File: config.mk
export PLATFORM = sky130hd
export DESIGN_NAME = cbr_top
export DESIGN_NICKNAME = d
export VERILOG_FILES = /design/src/rtl/cbr_pkg.sv /design/src/rtl/cbr_decode.sv /design/src/rtl/cbr_datapath.sv /design/src/rtl/cbr_top.sv
export SDC_FILE = /design/constraint.sdc
export NUM_CORES = 1
export LEC_CHECK = 0
export BUFFER_PORTS_ARGS = -buffer_cell sky130_fd_sc_hd__buf_2
export CAP_MARGIN = 40
export CORE_AREA = 2 2 97 99
export DETAILED_ROUTE_END_ITERATION = 12
export DIE_AREA = 0 0 99 101
export PLACE_DENSITY = 0.8
export RECOVER_POWER = 50
export SLEW_MARGIN = 10
export SYNTH_ARGS = -nofsm -noshare
export SYNTH_HDL_FRONTEND = slang
export SYNTH_SLANG_ARGS = --single-unit
File: constraint.sdc
create_clock -name clk -period 6.8 [get_ports clk]
set_input_delay 1.7 -clock clk [delete_from_list [all_inputs] [get_ports clk]]
set_output_delay 1.7 -clock clk [all_outputs]
set_load 0.03 [all_outputs]
File: src/rtl/cbr_pkg.sv
package cbr_pkg;

  typedef enum logic [3:0] {
    KIND_NONE = 4'd0,
    KIND_LEZ  = 4'd1,
    KIND_GEZ  = 4'd2,
    KIND_GE   = 4'd3,
    KIND_GTZ  = 4'd4,
    KIND_LTZ  = 4'd5,
    KIND_LT   = 4'd6,
    KIND_GEU  = 4'd7,
    KIND_LTU  = 4'd8,
    KIND_EQ   = 4'd9,
    KIND_NE   = 4'd10,
    KIND_EQZ  = 4'd11,
    KIND_NEZ  = 4'd12
  } brKind_e;

  typedef enum logic [2:0] {
    REL_EQ  = 3'd0,
    REL_NE  = 3'd1,
    REL_LTS = 3'd2,
    REL_GES = 3'd3,
    REL_LES = 3'd4,
    REL_GTS = 3'd5,
    REL_LTU = 3'd6,
    REL_GEU = 3'd7
  } relOp_e;

  // strobes from decode control to the compare/target datapath
  typedef struct packed {
    logic   valid;
    logic   wideOff;
    logic   aIsRt;
    logic   bIsZero;
    relOp_e rel;
  } cbrCtl_t;

  localparam logic [5:0] OP_POS_SGN = 6'b111101;
  localparam logic [5:0] OP_NEG_SGN = 6'b110101;
  localparam logic [5:0] OP_GEU     = 6'b110000;
  localparam logic [5:0] OP_LTU     = 6'b111000;
  localparam logic [5:0] OP_EQ      = 6'b011101;
  localparam logic [5:0] OP_NE      = 6'b011111;
  localparam logic [5:0] OP_EQZ     = 6'b100000;
  localparam logic [5:0] OP_NEZ     = 6'b101000;

endpackage

File: src/rtl/cbr_decode.sv
module cbr_decode
  import cbr_pkg::*;
(
  input  logic [31:0] instr,
  output cbrCtl_t     ctl,
  output brKind_e     kind
);
  localparam int FIELD_W = 5;

  logic [5:0]         opcode;
  logic [FIELD_W-1:0] hiField;
  logic [FIELD_W-1:0] loField;
  logic               hiZero;
  logic               loZero;
  logic               sameField;
  logic               loBelowHi;

  assign opcode    = instr[31:26];
  assign hiField   = instr[25:21];
  assign loField   = instr[20:16];
  assign hiZero    = (hiField == '0);
  assign loZero    = (loField == '0);
  assign sameField = (hiField == loField);
  assign loBelowHi = (loField < hiField);

  always_comb begin
    ctl  = '{valid: 1'b0, wideOff: 1'b0, aIsRt: 1'b0, bIsZero: 1'b0, rel: REL_EQ};
    kind = KIND_NONE;
    unique case (opcode)
      OP_POS_SGN: begin
        if (!hiZero) begin
          ctl.valid = 1'b1;
          if (loZero) begin
            kind = KIND_LEZ;  ctl.aIsRt = 1'b1; ctl.bIsZero = 1'b1; ctl.rel = REL_LES;
          end else if (sameField) begin
            kind = KIND_GEZ;  ctl.aIsRt = 1'b1; ctl.bIsZero = 1'b1; ctl.rel = REL_GES;
          end else begin
            kind = KIND_GE;   ctl.rel = REL_GES;
          end
        end
      end
      OP_NEG_SGN: begin
        if (!hiZero) begin
          ctl.valid = 1'b1;
          if (loZero) begin
            kind = KIND_GTZ;  ctl.aIsRt = 1'b1; ctl.bIsZero = 1'b1; ctl.rel = REL_GTS;
          end else if (sameField) begin
            kind = KIND_LTZ;  ctl.aIsRt = 1'b1; ctl.bIsZero = 1'b1; ctl.rel = REL_LTS;
          end else begin
            kind = KIND_LT;   ctl.rel = REL_LTS;
          end
        end
      end
      OP_GEU, OP_LTU: begin
        if (!hiZero && !loZero && !sameField) begin
          ctl.valid = 1'b1;
          kind      = (opcode == OP_GEU) ? KIND_GEU : KIND_LTU;
          ctl.rel   = (opcode == OP_GEU) ? REL_GEU : REL_LTU;
        end
      end
      OP_EQ, OP_NE: begin
        if (!loZero && loBelowHi) begin
          ctl.valid = 1'b1;
          kind      = (opcode == OP_EQ) ? KIND_EQ : KIND_NE;
          ctl.rel   = (opcode == OP_EQ) ? REL_EQ : REL_NE;
        end
      end
      OP_EQZ, OP_NEZ: begin
        if (!hiZero) begin
          ctl.valid   = 1'b1;
          ctl.wideOff = 1'b1;
          ctl.bIsZero = 1'b1;
          kind        = (opcode == OP_EQZ) ? KIND_EQZ : KIND_NEZ;
          ctl.rel     = (opcode == OP_EQZ) ? REL_EQ : REL_NE;
        end
      end
      default: ;
    endcase
  end
endmodule

File: src/rtl/cbr_datapath.sv
module cbr_datapath
  import cbr_pkg::*;
#(
  parameter int XLEN = 32
) (
  input  cbrCtl_t         ctl,
  input  logic [20:0]     offBits,
  input  logic [XLEN-1:0] pc,
  input  logic [XLEN-1:0] rsVal,
  input  logic [XLEN-1:0] rtVal,
  output logic            taken,
  output logic [XLEN-1:0] target
);
  localparam int NARROW_W = 16 + 2;
  localparam int WIDE_W   = 21 + 2;
  localparam logic [XLEN-1:0] INSTR_BYTES = XLEN'(4);

  logic [XLEN-1:0] opA;
  logic [XLEN-1:0] opB;
  logic            isEq;
  logic            isLtS;
  logic            isLtU;
  logic            cond;
  logic [NARROW_W-1:0] narrowDisp;
  logic [WIDE_W-1:0]   wideDisp;
  logic [XLEN-1:0]     disp;

  assign opA = ctl.aIsRt ? rtVal : rsVal;
  assign opB = ctl.bIsZero ? '0 : rtVal;

  assign isEq  = (opA == opB);
  assign isLtS = ($signed(opA) < $signed(opB));
  assign isLtU = (opA < opB);

  always_comb begin
    unique case (ctl.rel)
      REL_EQ:  cond = isEq;
      REL_NE:  cond = !isEq;
      REL_LTS: cond = isLtS;
      REL_GES: cond = !isLtS;
      REL_LES: cond = isLtS || isEq;
      REL_GTS: cond = !isLtS && !isEq;
      REL_LTU: cond = isLtU;
      REL_GEU: cond = !isLtU;
      default: cond = 1'b0;
    endcase
  end

  assign taken = ctl.valid && cond;

  assign narrowDisp = {offBits[15:0], 2'b00};
  assign wideDisp   = {offBits, 2'b00};
  assign disp = ctl.wideOff ? XLEN'($signed(wideDisp)) : XLEN'($signed(narrowDisp));

  assign target = pc + INSTR_BYTES + disp;
endmodule

File: src/rtl/cbr_top.sv
module cbr_top
  import cbr_pkg::*;
#(
  parameter int XLEN    = 32,
  parameter bit OUT_REG = 1'b1
) (
  input  logic            clk,
  input  logic            rstN,
  input  logic [31:0]     instr,
  input  logic [XLEN-1:0] pc,
  input  logic [XLEN-1:0] rsVal,
  input  logic [XLEN-1:0] rtVal,
  output logic            brValid,
  output logic [3:0]      brKind,
  output logic            brTaken,
  output logic            flushNext,
  output logic [XLEN-1:0] brTarget
);
  cbrCtl_t         ctl;
  brKind_e         kindC;
  logic            takenC;
  logic [XLEN-1:0] targetC;

  cbr_decode u_decode (
    .instr (instr),
    .ctl   (ctl),
    .kind  (kindC)
  );

  cbr_datapath #(.XLEN(XLEN)) u_datapath (
    .ctl     (ctl),
    .offBits (instr[20:0]),
    .pc      (pc),
    .rsVal   (rsVal),
    .rtVal   (rtVal),
    .taken   (takenC),
    .target  (targetC)
  );

  generate
    if (OUT_REG) begin : g_reg
      always_ff @(posedge clk) begin
        if (!rstN) begin
          brValid   <= 1'b0;
          brKind    <= 4'd0;
          brTaken   <= 1'b0;
          flushNext <= 1'b0;
          brTarget  <= '0;
        end else begin
          brValid   <= ctl.valid;
          brKind    <= kindC;
          brTaken   <= takenC;
          flushNext <= takenC;
          brTarget  <= targetC;
        end
      end
    end else begin : g_comb
      assign brValid   = ctl.valid;
      assign brKind    = kindC;
      assign brTaken   = takenC;
      assign flushNext = takenC;
      assign brTarget  = targetC;
    end
  endgenerate
endmodule

==> impl_metrics.toml <==
[worst_setup_path]
worstPathMaxFanout = 25
cp-start-kind = "input pin"
crit_type = "in -> reg"
slowest_stage = "and2_1"
required_ns = 7.01
path_delay_family = "simple AND/OR/NAND/NOR gates"
crit_chain = "buf_2, nor4_1, a21o_1, nand2b_1, and2_1, nand2_1, ha_1, a21oi_1, o21ai_0, a221oi_1, o211ai_1, a31oi_1, mux2_2, or3_1, a21boi_0"
critPathBufInv = 1
cp-end-kind = "flip-flop"
crit_arrival_ns = 5.89
critical-path-max-stage-delay_ns = 0.74

[global_routing]
overflow = 0
grt-busiest-layer = "met2"
use_met2_pct = 40.2
grt.total_usage_pct = 22.3
grt_pass1_vias = 4390
use_met3_pct = 3.54
grt_pass1_wl_um = 18700
grt_use_met1_pct = 26.4
antenna_found_initial = 0
grt_max_degree = 34

[placement]
place_area_um2 = 5270
placed_cells_incl_taps = 795
dp_hpwl_um = 9610
post-place-ws_ns = 0.854
port_buffers = 168
place_congestion = 0.893

[sta]
slew_viol_final = 0
fmax_mhz = 176
tightest_slew_ns = 0.834
fin_crit_sh_pct = 83.7
finalSetupTns_ns = 0
max_slew_margin_pct = 44.4
layout_min_cycle_time_ns = 5.69
hold_violations = 0
rsz0062_at_grt = "no"
layout_setup_ws_ns = 1.11
setup_viol_count_final = 0

[power]
peakVddDrop_uv = 105
power.static_leakage_nw = 2.72
power.total_mw = 0.843
p_per_area_nw_per_um2 = 158

[logic_synthesis]
synth_cell_types = 55
synth_edf_count = 0
yosys.cell_count.top_type = "ha_1"
synth_area_leaders = "ha_1 (27%), dfxtp_1 (18%), mux2_2 (8.6%)"
syn_nets = 752
synth_top_area_share_pct = 27.2
ys_ff_latch = 38
synth_area_per_cell_um2 = 8.21
ys.flop_type = "dfxtp_1"
synthTopCellsByCount = "ha_1 (94), nand2_1 (61), nor2_1 (44)"
ys_warn_count = 0
synth_area_um2 = 4330
async_reset_ff_share_pct = 0
ys_seq_area_share_pct = 17.6
syn_inst = 527
synth_top_area_cell = "ha_1"

[floorplan]
ios = 169
core_area_um2 = 8980
start_util_pct = 48.2
num_rows = 35
die_h_um = 101
fp.dieW_um = 99
dieArea_um2 = 10000

[drt]
routedWlPerCell_um = 14.1
wirelength_um = 11300
drtPass1Iterations = 4
avgViaCountPerCell = 5.58
vias = 4484
drc = 0
drt_iter0_markers = 162
ant_nets = 0

[cts]
cts_buffers = 5
cts_root_buf = "clkbuf_8"
ctsResizeCount = 0
cts_buffer_depth = 2
cts_sinks = 38
cts_hold_buf = 0
cts_setup_buffers = 0
cts.clk_slew.worst_paths_ns = 0.08
cts_max_level = 2
cts_tree = "built"

[run]
drv_cap = 0

[final_layout]
fin_cells = 803
layout-drive-gt1-share_pct = 26.7
final_cell_area_um2 = 5320
diodes = 0
num-nets-final = 916
syn_to_final_growth_pct = 22.9
fillers = 820

[hold_path]
hold_path.class = "in -> reg"

[outcome]
status = "complete, no violations"
-- per-layer routing --
layer  vias to the layer above  wire [um]
li1                       2266          -
met1                      2033       4800
met2                       153       5480
met3                        32        648
met4                         0        391
met5                         -          0
-- final timing paths --
check / slack [ns] / startpoint / depth (start not counted) / end
worst max-delay path: 1.11 / instr[23] / 15 / flushNext$_SDFF_PN0_
worst min-delay path: 1.61 / pc[1] / 2 / brTarget[1]$_SDFF_PN0_
-- area by class of cell --
cell class / count / area, um2 / share of cell area [%]
multi-input cells: 455 / 3440 / 64.6
repair buffers: 170 / 812 / 15.3
flip-flops and latches: 38 / 761 / 14.3
well taps: 111 / 139 / 2.61
clock buffers: 6 / 82.6 / 1.55
inverters: 21 / 78.8 / 1.48
clock inverters: 2 / 12.5 / 0.235
-- power breakdown --
group / total, mW / internal [mW] / leakage [nW] / switching, mW
clock network: 0.165 / 0.0816 / 0.0472 / 0.0837
registers: 0.262 / 0.253 / 0.315 / 0.00905
logic: 0.416 / 0.168 / 2.35 / 0.248
-- metrics by stage --
stage | utilization [%] | hold slack [ns]
floorplan | - | 1.83
global route | 59.3 | 1.61
detailed placement | 58.7 | 1.91
CTS | 59.8 | 1.60
finish | 59.3 | 1.61
global placement | 58.7 | 1.91
-- placed cells by master, fill, tap and decap left out, drive strengths merged, types with 2 or more instances in the layout --
master	instances
nand3	11
nor3	14
o21a	4
and3	9
nor2b	6
inv	21
nor4	3
buf	135
mux2	33
o211ai	3
ha	94
clkbuf	41
nor2	44
o21ai	29
a2111oi	3
mux2i	5
nand2	61
a21boi	3
or3	3
and2b	2
nor3b	4
xor2	8
xnor2	10
a21o	7
a211oi	5
o2111ai	4
o21bai	3
a221oi	4
o221ai	2
and2	10
dfxtp	38
a311o	2
nand2b	10
a31oi	4
nand4	8
a21oi	36
-- cell families (layout without fill, tap and decap cells) --
| kind of cell | count (synthesis) | in the layout | share of synthesized area (%) |
|---|---|---|---|
| AO/OA/AOI/OAI | 118 | 118 | 18.0 |
| XOR/XNOR | 18 | 18 | 3.64 |
| adder cells (fa/ha/maj) | 95 | 95 | 27.6 |
| buffers and inverters | 34 | 199 | 3.03 |
| flip-flops | 38 | 38 | 17.6 |
| multiplexers | 38 | 38 | 9.74 |
| AND/OR/NAND/NOR | 186 | 186 | 20.3 |
-- registers in the layout (all words and copies together) (netlist names) --
signal     flops
brKind         4
brTarget      32
brValid        1
flushNext      1
(Power assumes the default switching activity.)
